### config.mk
export PLATFORM = sky130hd
export DESIGN_NAME = plru_ctrl
export DESIGN_NICKNAME = d
export VERILOG_FILES = /design/src/rtl/plru_pkg.sv /design/src/rtl/plru_tree_fn.sv /design/src/rtl/plru_state_ram.sv /design/src/rtl/plru_victim_hold.sv /design/src/rtl/plru_ctrl.sv
export SDC_FILE = /design/constraint.sdc
export NUM_CORES = 1
export LEC_CHECK = 0
export ABC_CLOCK_PERIOD_IN_PS = 8650
export BUFFER_PORTS_ARGS = -buffer_cell sky130_fd_sc_hd__clkbuf_2
export CORE_MARGIN = 5
export CORE_UTILIZATION = 35
export DETAILED_ROUTE_END_ITERATION = 8
export GPL_ROUTABILITY_DRIVEN = 0
export PLACE_DENSITY_LB_ADDON = 0.08
export SLEW_MARGIN = 10
export SYNTH_ARGS = -nofsm -noshare
export SYNTH_HDL_FRONTEND = slang
export SYNTH_SLANG_ARGS = --single-unit
### constraint.sdc
create_clock -name clk -period 8.65 [get_ports clk]
set_input_delay 1.2975 -clock clk [delete_from_list [all_inputs] [get_ports clk]]
set_output_delay 1.2975 -clock clk [all_outputs]
set_load 0.03 [all_outputs]
### src/rtl/plru_pkg.sv
package plru_pkg;

    // Controller phase: sweeping the state RAM to zero, or serving lookups.
    typedef enum logic {
        PH_INIT = 1'b0,
        PH_RUN  = 1'b1
    } phase_e;

    // Index width helper that never returns zero.
    function automatic int unsigned idx_bits(input int unsigned n);
        return (n <= 1) ? 1 : $clog2(n);
    endfunction

endpackage

### src/rtl/plru_tree_fn.sv
// Single shared combinational tree function: decodes the victim way of a tree
// and produces the tree after a given way is touched.
module plru_tree_fn #(
    parameter  int NUM_WAYS = 8,
    localparam int WB       = plru_pkg::idx_bits(NUM_WAYS)
) (
    input  logic [NUM_WAYS-2:0] state_i,
    input  logic [WB-1:0]       touch_i,
    output logic [WB-1:0]       victim_o,
    output logic [NUM_WAYS-2:0] next_o
);

    // Tree padded to a power-of-two width so that a WB-bit node index fits exactly.
    logic [NUM_WAYS-1:0] st_pad;
    assign st_pad = {1'b0, state_i};

    // Victim walk: from the root, follow each node bit toward the older half.
    always_comb begin
        logic [WB:0] node;
        node = (WB+1)'(1);
        for (int lvl = 0; lvl < WB; lvl++) begin
            node = {node[WB-1:0], st_pad[WB'(node - 1'b1)]};
        end
        victim_o = node[WB-1:0];
    end

    // Update walk: along the path of the touched way, point each node away from it.
    always_comb begin
        logic [WB:0]         node;
        logic [NUM_WAYS-1:0] nxt;
        logic                dir;
        node = (WB+1)'(1);
        nxt  = st_pad;
        for (int lvl = 0; lvl < WB; lvl++) begin
            dir = touch_i[WB-1-lvl];
            nxt[WB'(node - 1'b1)] = ~dir;
            node = {node[WB-1:0], dir};
        end
        next_o = nxt[NUM_WAYS-2:0];
    end

endmodule

### src/rtl/plru_state_ram.sv
// Small state store: asynchronous read, synchronous write, no reset.
module plru_state_ram #(
    parameter  int DEPTH = 64,
    parameter  int WIDTH = 7,
    localparam int AW    = plru_pkg::idx_bits(DEPTH)
) (
    input  logic             clk,
    input  logic             we,
    input  logic [AW-1:0]    waddr,
    input  logic [WIDTH-1:0] wdata,
    input  logic [AW-1:0]    raddr,
    output logic [WIDTH-1:0] rdata
);

    logic [WIDTH-1:0] mem [DEPTH];

    always_ff @(posedge clk) begin
        if (we) begin
            mem[waddr] <= wdata;
        end
    end

    assign rdata = mem[raddr];

endmodule

### src/rtl/plru_victim_hold.sv
// Holds a captured victim way until the miss handler acknowledges it.
module plru_victim_hold #(
    parameter int WB = 3
) (
    input  logic          clk,
    input  logic          rst,
    input  logic          capture,
    input  logic [WB-1:0] capture_way,
    input  logic          ack,
    output logic          held_valid,
    output logic [WB-1:0] held_way
);

    always_ff @(posedge clk) begin
        if (rst) begin
            held_valid <= 1'b0;
            held_way   <= '0;
        end else if (capture) begin
            held_valid <= 1'b1;
            held_way   <= capture_way;
        end else if (ack) begin
            held_valid <= 1'b0;
        end
    end

endmodule

### src/rtl/plru_ctrl.sv
// Pseudo-LRU replacement controller: per-set trees in a small RAM,
// one shared decode/update function, victim held for deferred miss handling.
module plru_ctrl #(
    parameter  int NUM_SETS = 64,
    parameter  int NUM_WAYS = 8,
    localparam int SET_BITS = plru_pkg::idx_bits(NUM_SETS),
    localparam int WAY_BITS = plru_pkg::idx_bits(NUM_WAYS),
    localparam int TREE_W   = NUM_WAYS - 1
) (
    input  logic                clk,
    input  logic                rst,
    input  logic                lookup_valid,
    input  logic [SET_BITS-1:0] lookup_set,
    input  logic                lookup_hit,
    input  logic [WAY_BITS-1:0] lookup_way,
    input  logic                victim_ack,
    output logic                ready,
    output logic                victim_valid,
    output logic [WAY_BITS-1:0] victim_way
);
    import plru_pkg::*;

    // Lookup report registered into the handling cycle.
    typedef struct packed {
        logic                vld;
        logic                hit;
        logic [WAY_BITS-1:0] way;
        logic [SET_BITS-1:0] set;
    } stage_t;

    phase_e              phase;
    logic [SET_BITS-1:0] init_idx;
    stage_t              stg;

    logic [TREE_W-1:0]   rd_tree;
    logic [TREE_W-1:0]   nxt_tree;
    logic [WAY_BITS-1:0] fn_victim;
    logic [WAY_BITS-1:0] touch_way;
    logic                miss_take;
    logic                ram_we;
    logic [SET_BITS-1:0] ram_waddr;
    logic [TREE_W-1:0]   ram_wdata;

    // Initialisation sweep: one RAM entry per cycle, then serve lookups.
    always_ff @(posedge clk) begin
        if (rst) begin
            phase    <= PH_INIT;
            init_idx <= '0;
        end else if (phase == PH_INIT) begin
            if (init_idx == SET_BITS'(NUM_SETS - 1)) begin
                phase <= PH_RUN;
            end
            init_idx <= init_idx + 1'b1;
        end
    end

    assign ready = (phase == PH_RUN);

    // Handling stage: lookups are accepted only once the sweep is done.
    always_ff @(posedge clk) begin
        if (rst) begin
            stg <= '0;
        end else begin
            stg.vld <= lookup_valid & ready;
            stg.hit <= lookup_hit;
            stg.way <= lookup_way;
            stg.set <= lookup_set;
        end
    end

    plru_state_ram #(
        .DEPTH (NUM_SETS),
        .WIDTH (TREE_W)
    ) ram_i (
        .clk   (clk),
        .we    (ram_we),
        .waddr (ram_waddr),
        .wdata (ram_wdata),
        .raddr (stg.set),
        .rdata (rd_tree)
    );

    plru_tree_fn #(
        .NUM_WAYS (NUM_WAYS)
    ) fn_i (
        .state_i  (rd_tree),
        .touch_i  (touch_way),
        .victim_o (fn_victim),
        .next_o   (nxt_tree)
    );

    // A miss is taken only if the holding register is free or released now.
    assign miss_take = stg.vld & ~stg.hit & (~victim_valid | victim_ack);
    assign touch_way = stg.hit ? stg.way : fn_victim;

    always_comb begin
        if (phase == PH_INIT) begin
            ram_we    = 1'b1;
            ram_waddr = init_idx;
            ram_wdata = '0;
        end else begin
            ram_we    = stg.vld & (stg.hit | miss_take);
            ram_waddr = stg.set;
            ram_wdata = nxt_tree;
        end
    end

    plru_victim_hold #(
        .WB (WAY_BITS)
    ) hold_i (
        .clk         (clk),
        .rst         (rst),
        .capture     (miss_take),
        .capture_way (fn_victim),
        .ack         (victim_ack),
        .held_valid  (victim_valid),
        .held_way    (victim_way)
    );

endmodule

After elaboration in Yosys (flattened, before gate mapping). Memories as Yosys holds them, arrays and structs flattened. A register that Yosys moved wholly into a read port is not among the register bits. Index checks and enable logic that the tools add are counted.

Add/sub/neg operators: 5. Order comparisons: 6. Equal/unequal tests: 1. Multiplexer cells: 21. Bitwise logic cells: 11. Reduce and logical (&&, ||, !) cells: 3.

Operator list (count): bitwise mux 8 bit (2); less-than comparator 3 x 4 -> 1 bit (second input constant) (4); two-way mux 6 bit (2); two-way mux 1 bit (11); two-way mux 7 bit (1); adder 6 x 1 -> 6 bit (second input constant) (1); binary-select mux 1 bit (select 3 bit) (2); demux 1 bit (select 3 bit) (2); equality test 6 bit (second input constant) (1); >= comparator 3 x 1 -> 1 bit (second input constant) (2); subtractor 2 x 1 -> 3 bit (second input constant) (2); subtractor 3 x 1 -> 3 bit (second input constant) (2); NOT 1 bit (5); bitwise AND 1 bit (4); two-way mux 3 bit (1); logical AND 1 bit (2); bitwise OR 1 bit (2); nonzero test 2 bit (1).

Flip-flop bits (word level): 22. Bits in writable memories: 448. Bits of input ports: 14. Output and inout port bits: 5. Logic and storage cells: 56. Memories: 1.

Memory list: ram_i.mem (depth 64, width 7, read ports 1, clocked after Yosys merged registers in 1, write ports 1, RTL line plru_state_ram.sv:15) `logic [WIDTH-1:0] mem [DEPTH];`.

Depth between registers and ports, before layout. Gate-level depths: netlist of the first run.

Depth after elaboration: 15. Mapped depth: 11. Depth with buffers taken out: 7.

Cells and area by module. A second synthesis of the first run with hierarchy kept.

Cell total of the unflattened synthesis: 931. Area, all modules: 18567.8 µm².

By module, submodules not included: plru_state_ram (times used 1, cells an instance 820, area an instance 17495.5 µm², seq. area each 13452.9 µm²); plru_ctrl (times used 1, cells an instance 74, area an instance 755.7 µm², seq. area each 360.3 µm²); plru_tree_fn (times used 1, cells an instance 24, area an instance 180.2 µm², seq. area each 0.0 µm²); plru_victim_hold (times used 1, cells an instance 13, area an instance 136.4 µm², seq. area each 80.1 µm²).

Least setup slack after synthesis of the first run. OpenSTA, ideal clock, no wires.

Path kind: reg-to-reg. Start: register, netlist name ram_i.raddr[0]. End: memory ram_i.mem[0][3] (data pin). Setup time: 0.729 ns. Data arrival time: 5.088 ns. Data required time: 7.921 ns. Slack: 2.833 ns. Cell stages (with the launch flop): 12. Buffers on the path: 4. Clock period less this slack: 5.817 ns. Cell sequence: dfxtp_1 buf_6 buf_6 buf_6 mux4_2 a22oi_1 a21oi_1 or4_1 buf_2 a211oi_2 o21ai_1 o32ai_1.

RTL lines (RTL line): to (decl) (plru_state_ram.sv:15).

==> results.json, run 1 <==
{
  "clock_skew_ns": 0.0253,
  "cts_tree": "built",
  "avgRoutedWirePerCell_microns": 28.2,
  "rows": 84,
  "ant_nets": 0,
  "grt_first_pass_wirelength_mm": 70.0,
  "min_period_ns": 4.99,
  "grt_max_degree": 75,
  "antenna_found_initial": 0,
  "hpwl_mm": 29.4,
  "setup-violations-final": 0,
  "ys_seq_area_share_pct": 74.6,
  "start_util_pct": 35.4,
  "hold_viol": 0,
  "ctsResizeCount": 0,
  "fin_crit_sh_pct": 57.7,
  "cp-start-kind": "flop",
  "grt_overflow_total": 0,
  "postCtsSetupRepairBufs": 0,
  "syn-cell-area_sq_um": 18600,
  "design.die.area_sq_um": 57900,
  "r2r-end": "ram_i.mem[34][6]$_DFFE_PP_",
  "met3_usage_pct": 3.10,
  "worstHoldStart": "hold_i.held_way[1]$_SDFFE_PP0P_",
  "synth_edf_count": 448,
  "crit_type": "flop to flop",
  "clk_pin_slew_ns": 0.06,
  "worst_pin_slew_ns": 1.22,
  "coreArea_sq_um": 52700,
  "worstSkewPairLatency_ns": 0.59,
  "ir_drop_mv": 0.126,
  "synthDistinctLibCells": 59,
  "fmax_mhz": 200,
  "cellPowerDensity_nw_per_um2": 232,
  "cts_root_buffer": "clkbuf_16",
  "yosys-top-cells-area": "edfxtp_1 72%, mux4_2 13%, dfxtp_1 2.4%",
  "final.setup.tns_ns": 0,
  "clock-sinks": 470,
  "clk_path_buf_depth": 3,
  "leakage_nw": 6.83,
  "gr-usage-met1_pct": 24.4,
  "syn_inst": 957,
  "die-height_microns": 241,
  "port_buffers": 18,
  "rsz0062_at_grt": "false",
  "grt_pass1_vias": 9559,
  "area_delta_synth_final_pct": 14.1,
  "drv_cap": 0,
  "arrival_ns": 5.21,
  "cp_data_required_time_ns": 8.87,
  "avgSynthCellArea_sq_um": 19.5,
  "postCtsHoldBufs": 0,
  "fin_nets": 1013,
  "drtIter0Drc": 806,
  "dr.pass1.iters": 5,
  "yosys.area.top_type": "edfxtp_1",
  "fp.dieW_microns": 241,
  "synth-main-ff-cell": "edfxtp_1",
  "post-route-drc-count": 0,
  "status": "finished clean",
  "pin_count": 19,
  "rrSetupSlack_ns": 3.66,
  "yosys_warnings": 0,
  "met2_usage_pct": 26.3,
  "num_vias": 9287,
  "critPathMaxFanout": 64,
  "slew_viol_final": 0,
  "hold_slack_ns": 0.492,
  "min_to": "hold_i.held_way[1]$_SDFFE_PP0P_",
  "async_flop_share_pct": 0,
  "reg2reg_depth": 9,
  "min-delay-path-class": "flop to flop",
  "slew-limit-headroom_pct": 18.6,
  "grtUsageTotal_pct": 17.0,
  "via_per_inst": 5.38,
  "cts_buffers": 51,
  "critPathCaptureType": "flop",
  "synth.top_cell.area_share_pct": 72.2,
  "final_layout_size_suffix_gt1_share_pct": 24.5,
  "cts.htree.levels": 2,
  "syn-num-nets": 972,
  "ys_top_cells_by_count": "448 x edfxtp_1, 106 x mux4_2, 83 x nor2_1",
  "hold_depth": 2,
  "wirelength_mm": 48.6,
  "yosysMostFrequentCell": "edfxtp_1",
  "busiest_layer": "met2",
  "synth_seq_cells": 470,
  "r2r-start": "ram_i.raddr[0]$_SDFF_PP0_"
}
logic make-up (layout without fill, tap and decap cells):
family / count (synthesis) / in the layout / share of synthesized area (%)
other: 0 / 1 / 0
adders and majority gates: 1 / 1 / 0.0672
muxes: 147 / 147 / 15.1
buffers and inverters: 52 / 133 / 1.58
and+or+nand+nor: 176 / 176 / 4.35
xor gates and xnor gates: 7 / 7 / 0.329
DFF: 470 / 470 / 74.6
AOI/OAI and AO/OA: 104 / 104 / 3.94
where the power goes:
| part | switching, mW | internal, mW | total, mW |
|---|---|---|---|
| Combinational | 0.122 | 0.0860 | 0.208 |
| Sequential | 0.0221 | 2.47 | 2.49 |
| Clock | 0.878 | 1.34 | 2.22 |
per-stage QoR:
stage	power, mW	cell area (sq um)	cells	util, %	setup WS (ns)
after floorplan	2.68	18600	957	-	2.83
after global placement	2.75	19500	1633	37.1	3.62
after detailed placement	2.75	19500	1633	37.1	3.60
after CTS	4.98	21200	1726	40.3	3.57
after global routing	5.09	21200	1726	40.3	3.29
final	4.92	21200	1727	40.3	3.66
state kept, by name (all words and copies together), names as in the netlist:
| name | flops |
|---|---|
| ram_i.mem | 448 |
| init_idx | 6 |
| ram_i.raddr | 6 |
| stg | 5 |
| hold_i.held_way | 3 |
| hold_i.held_valid | 1 |
| ready | 1 |
worst max path at each step:
stage	startpoint	endpoint	depth (start not counted)
final	ram_i.raddr[0]$_SDFF_PP0_	ram_i.mem[34][6]$_DFFE_PP_	9
after global routing	ram_i.raddr[0]$_SDFF_PP0_	ram_i.mem[55][3]$_DFFE_PP_	9
after CTS	ram_i.raddr[0]$_SDFF_PP0_	ram_i.mem[56][6]$_DFFE_PP_	9
after detailed placement	ram_i.raddr[0]$_SDFF_PP0_	ram_i.mem[37][6]$_DFFE_PP_	9
after global placement	ram_i.raddr[0]$_SDFF_PP0_	ram_i.mem[45][6]$_DFFE_PP_	9
after floorplan	ram_i.raddr[0]$_SDFF_PP0_	ram_i.mem[0][3]$_DFFE_PP_	11
cell usage in the layout (no fill, tap or decap), drive strengths merged, types with 2 or more instances in the layout:
cell	netlist	final
and2	3	3
a21oi	18	18
o31ai	3	3
o211ai	3	3
clkbuf	16	78
a211oi	6	6
a21o	2	2
a22o	2	2
mux2	18	18
o211a	2	2
nor2b	18	18
and3	4	4
or2	2	2
a22oi	28	28
a2111oi	2	2
o21ai	11	11
xnor2	3	3
nor2	83	83
nand2b	8	8
mux2i	23	23
xor2	4	4
clkinv	0	23
nand3	7	7
nor3	3	3
o22ai	11	11
o32ai	2	2
edfxtp	448	448
nand2	36	36
dfxtp	22	22
or3	3	3
inv	7	7
bufinv	0	7
o221ai	2	2
a31oi	2	2
mux4	106	106
clkinvlp	0	3
nor4	4	4
buf	29	15
o21a	2	2
layer usage:
metal  up-vias  share of wire [%]
li1       4006                  -
met1      4938                 45
met2       259                 46
met3        84                5.1
met4         0                3.0
met5         -                  0
final cells by class:
type / instances / area, sq um
Fill cell: 4710 / 31400
Sequential cell: 470 / 13900
Multi-Input combinational cell: 435 / 4500
Clock buffer: 60 / 1380
Tap cell: 688 / 861
Clock inverter: 33 / 342
Timing Repair Buffer: 33 / 228
Inverter: 7 / 26.3
Antenna cell: 1 / 2.50
critical path, stage by stage, from the launching register on:
cell and delay [ns]:
dfxtp_4 0.95, buf_12 0.40, mux4_2 0.56, a22oi_1 0.26, a21oi_1 0.23, nor4_2 0.50, nand2b_1 0.15, a211oi_1 0.88
o31ai_4 0.13, buf_4 0.38
Note: power is estimated with default switching activity, not from simulation.
==> run 2, diff against run 1 <==
- ABC_CLOCK_PERIOD_IN_PS: 8650 -> 4300
- clock period: 8.65 -> 4.3 ns (I/O delays scaled with it)
==> run 2 against run 1 <==
Against the previous run:
- power grew 100%
- non-clock buffer count increased by 91
- routed wire length is 2.2% higher
- die area unchanged
==> results.json, run 2 (synthesis gave the netlist of run 1 again) <==
{
  "die-height_microns": 241,
  "grt_overflow_total": 0,
  "post-route-drc-count": 0,
  "ctsResizeCount": 0,
  "cts_buffers": 51,
  "slew_viol_final": 0,
  "postCtsHoldBufs": 0,
  "leakage_nw": 7.32,
  "final.setup.tns_ns": 0,
  "crit_chain": "buf_12, mux4_2, a22oi_1, a21oi_1, buf_4, nor4_2, nand2b_1, a211oi_1, o41ai_4, buf_4",
  "area_delta_synth_final_pct": 18.2,
  "via_per_inst": 5.24,
  "setup-violations-final": 0,
  "dpl_cell_area_sq_um": 20300,
  "worst_pin_slew_ns": 1.02,
  "cellPowerDensity_nw_per_um2": 451,
  "clock_skew_ns": 0.0165,
  "cts.htree.levels": 2,
  "final_layout_size_suffix_gt1_share_pct": 29.8,
  "status": "finished clean",
  "clock-sinks": 470,
  "wirelength_mm": 49.7,
  "critPathMaxFanout": 24,
  "crit_type": "flop to flop",
  "clk_path_buf_depth": 3,
  "dr.pass1.iters": 5,
  "final_cell_mix": "448 x edfxtp_1, 106 x mux4_2, 94 x buf_4",
  "port_buffers": 18,
  "fmax_mhz": 243,
  "fin_nets": 1104,
  "arrival_ns": 4.41,
  "design.die.area_sq_um": 57900,
  "cp_data_required_time_ns": 4.60,
  "postCtsSetupRepairBufs": 0,
  "rsz0062_at_grt": "false",
  "top_register": "ram_i.mem",
  "grt_max_degree": 65,
  "min-delay-path-class": "input port to flop",
  "min_period_ns": 4.11,
  "hold_viol": 0,
  "cts_tree": "built",
  "critPathCaptureType": "flop",
  "ir_drop_mv": 0.254,
  "cts_root_buffer": "clkbuf_16",
  "fin_util_pct": 41.8,
  "slew-limit-headroom_pct": 31.7,
  "start_util_pct": 35.4,
  "hold_slack_ns": 0.266,
  "hpwl_mm": 33.5,
  "cpMostUsedCell": "buf_4",
  "final_area_sq_um": 22000,
  "fp.dieW_microns": 241,
  "largest_reg_flops": 448,
  "worst_slack_ns": 0.187,
  "ant_nets": 0,
  "avgRoutedWirePerCell_microns": 27.3,
  "antenna_found_initial": 1,
  "drv_cap": 0,
  "num_vias": 9535,
  "dpl_worst_slack_ns": 0.268,
  "worstSkewPairLatency_ns": 0.59,
  "fill_cells": 4624,
  "coreArea_sq_um": 52700,
  "pin_count": 19,
  "cpLargestDelayFamily": "compound AO/OA/AOI/OAI gates",
  "fin_crit_sh_pct": 95.6,
  "place_inst": 1724,
  "drtIter0Drc": 680,
  "cp-start-kind": "flop",
  "grt_first_pass_wirelength_mm": 72.3,
  "final_common_cell": "edfxtp_1",
  "cpMaxStageDelayCell": "a211oi_1",
  "rows": 84,
  "finalNonFillerCells": 1819,
  "power_mw": 9.93,
  "critPathMaxStageDelay_ns": 0.87,
  "grt_pass1_vias": 10000,
  "grtUsageTotal_pct": 17.4,
  "clk_pin_slew_ns": 0.06,
  "cp_num_buf_inv": 3
}
run 2: cell count changes in the layout (fill, tap and decap cells not counted), moves of 3 or more:
cell and change:
buf_4 +81, buf_12 +10, clkbuf_1 +8, clkinv_2 -3
run 2: final cells by class:
cell class | instances | area (sq um) | share of cell area [%]
Inverter | 7 | 26.3 | 0.119
Clock buffer | 69 | 1430 | 6.48
Multi-Input combinational cell | 435 | 4500 | 20.4
Tap cell | 688 | 861 | 3.91
Antenna cell | 1 | 2.50 | 0.0114
Timing Repair Buffer | 124 | 1040 | 4.70
Sequential cell | 470 | 13900 | 63.1
Clock inverter | 25 | 269 | 1.22
run 2: path summary, 6_finish.rpt:
kind / start / endpoint / slack (ns) / cells after the start
max: ram_i.raddr[0]$_SDFF_PP0_ / ram_i.mem[40][4]$_DFFE_PP_ / 0.19 / 10
min: lookup_set[1] / ram_i.raddr[1]$_SDFF_PP0_ / 0.27 / 2
max reg2reg: ram_i.raddr[0]$_SDFF_PP0_ / ram_i.mem[40][4]$_DFFE_PP_ / 0.19 / 10
min reg2reg: hold_i.held_way[1]$_SDFFE_PP0P_ / hold_i.held_way[1]$_SDFFE_PP0P_ / 0.47 / 2
run 2: routing by layer:
| layer | GRT usage [%] | vias to the layer above | part of all wire (%) |
|---|---|---|---|
| met5 | 0 | - | 0 |
| met4 | 5.79 | 0 | 3.2 |
| met3 | 3.37 | 88 | 4.4 |
| met2 | 26.8 | 226 | 46 |
| met1 | 25.1 | 5036 | 46 |
| li1 | - | 4185 | - |
run 2: worst reg2reg max path: stages, from the launching register on:
cell      delay [ns]
dfxtp_4         0.52
buf_12          0.23
mux4_2          0.53
a22oi_1         0.40
a21oi_1         0.19
buf_4           0.18
nor4_2          0.26
nand2b_1        0.12
a211oi_1        0.87
o41ai_4         0.23
buf_4           0.28
run 2: power breakdown:
group          leakage, nW  internal [mW]  total (mW)  switching [mW]
logic                 1.95          0.215       0.498           0.283
clock network        0.828           2.67        4.43            1.76
registers             4.55           4.97        5.00          0.0288
total                 7.32           7.86        9.93            2.07
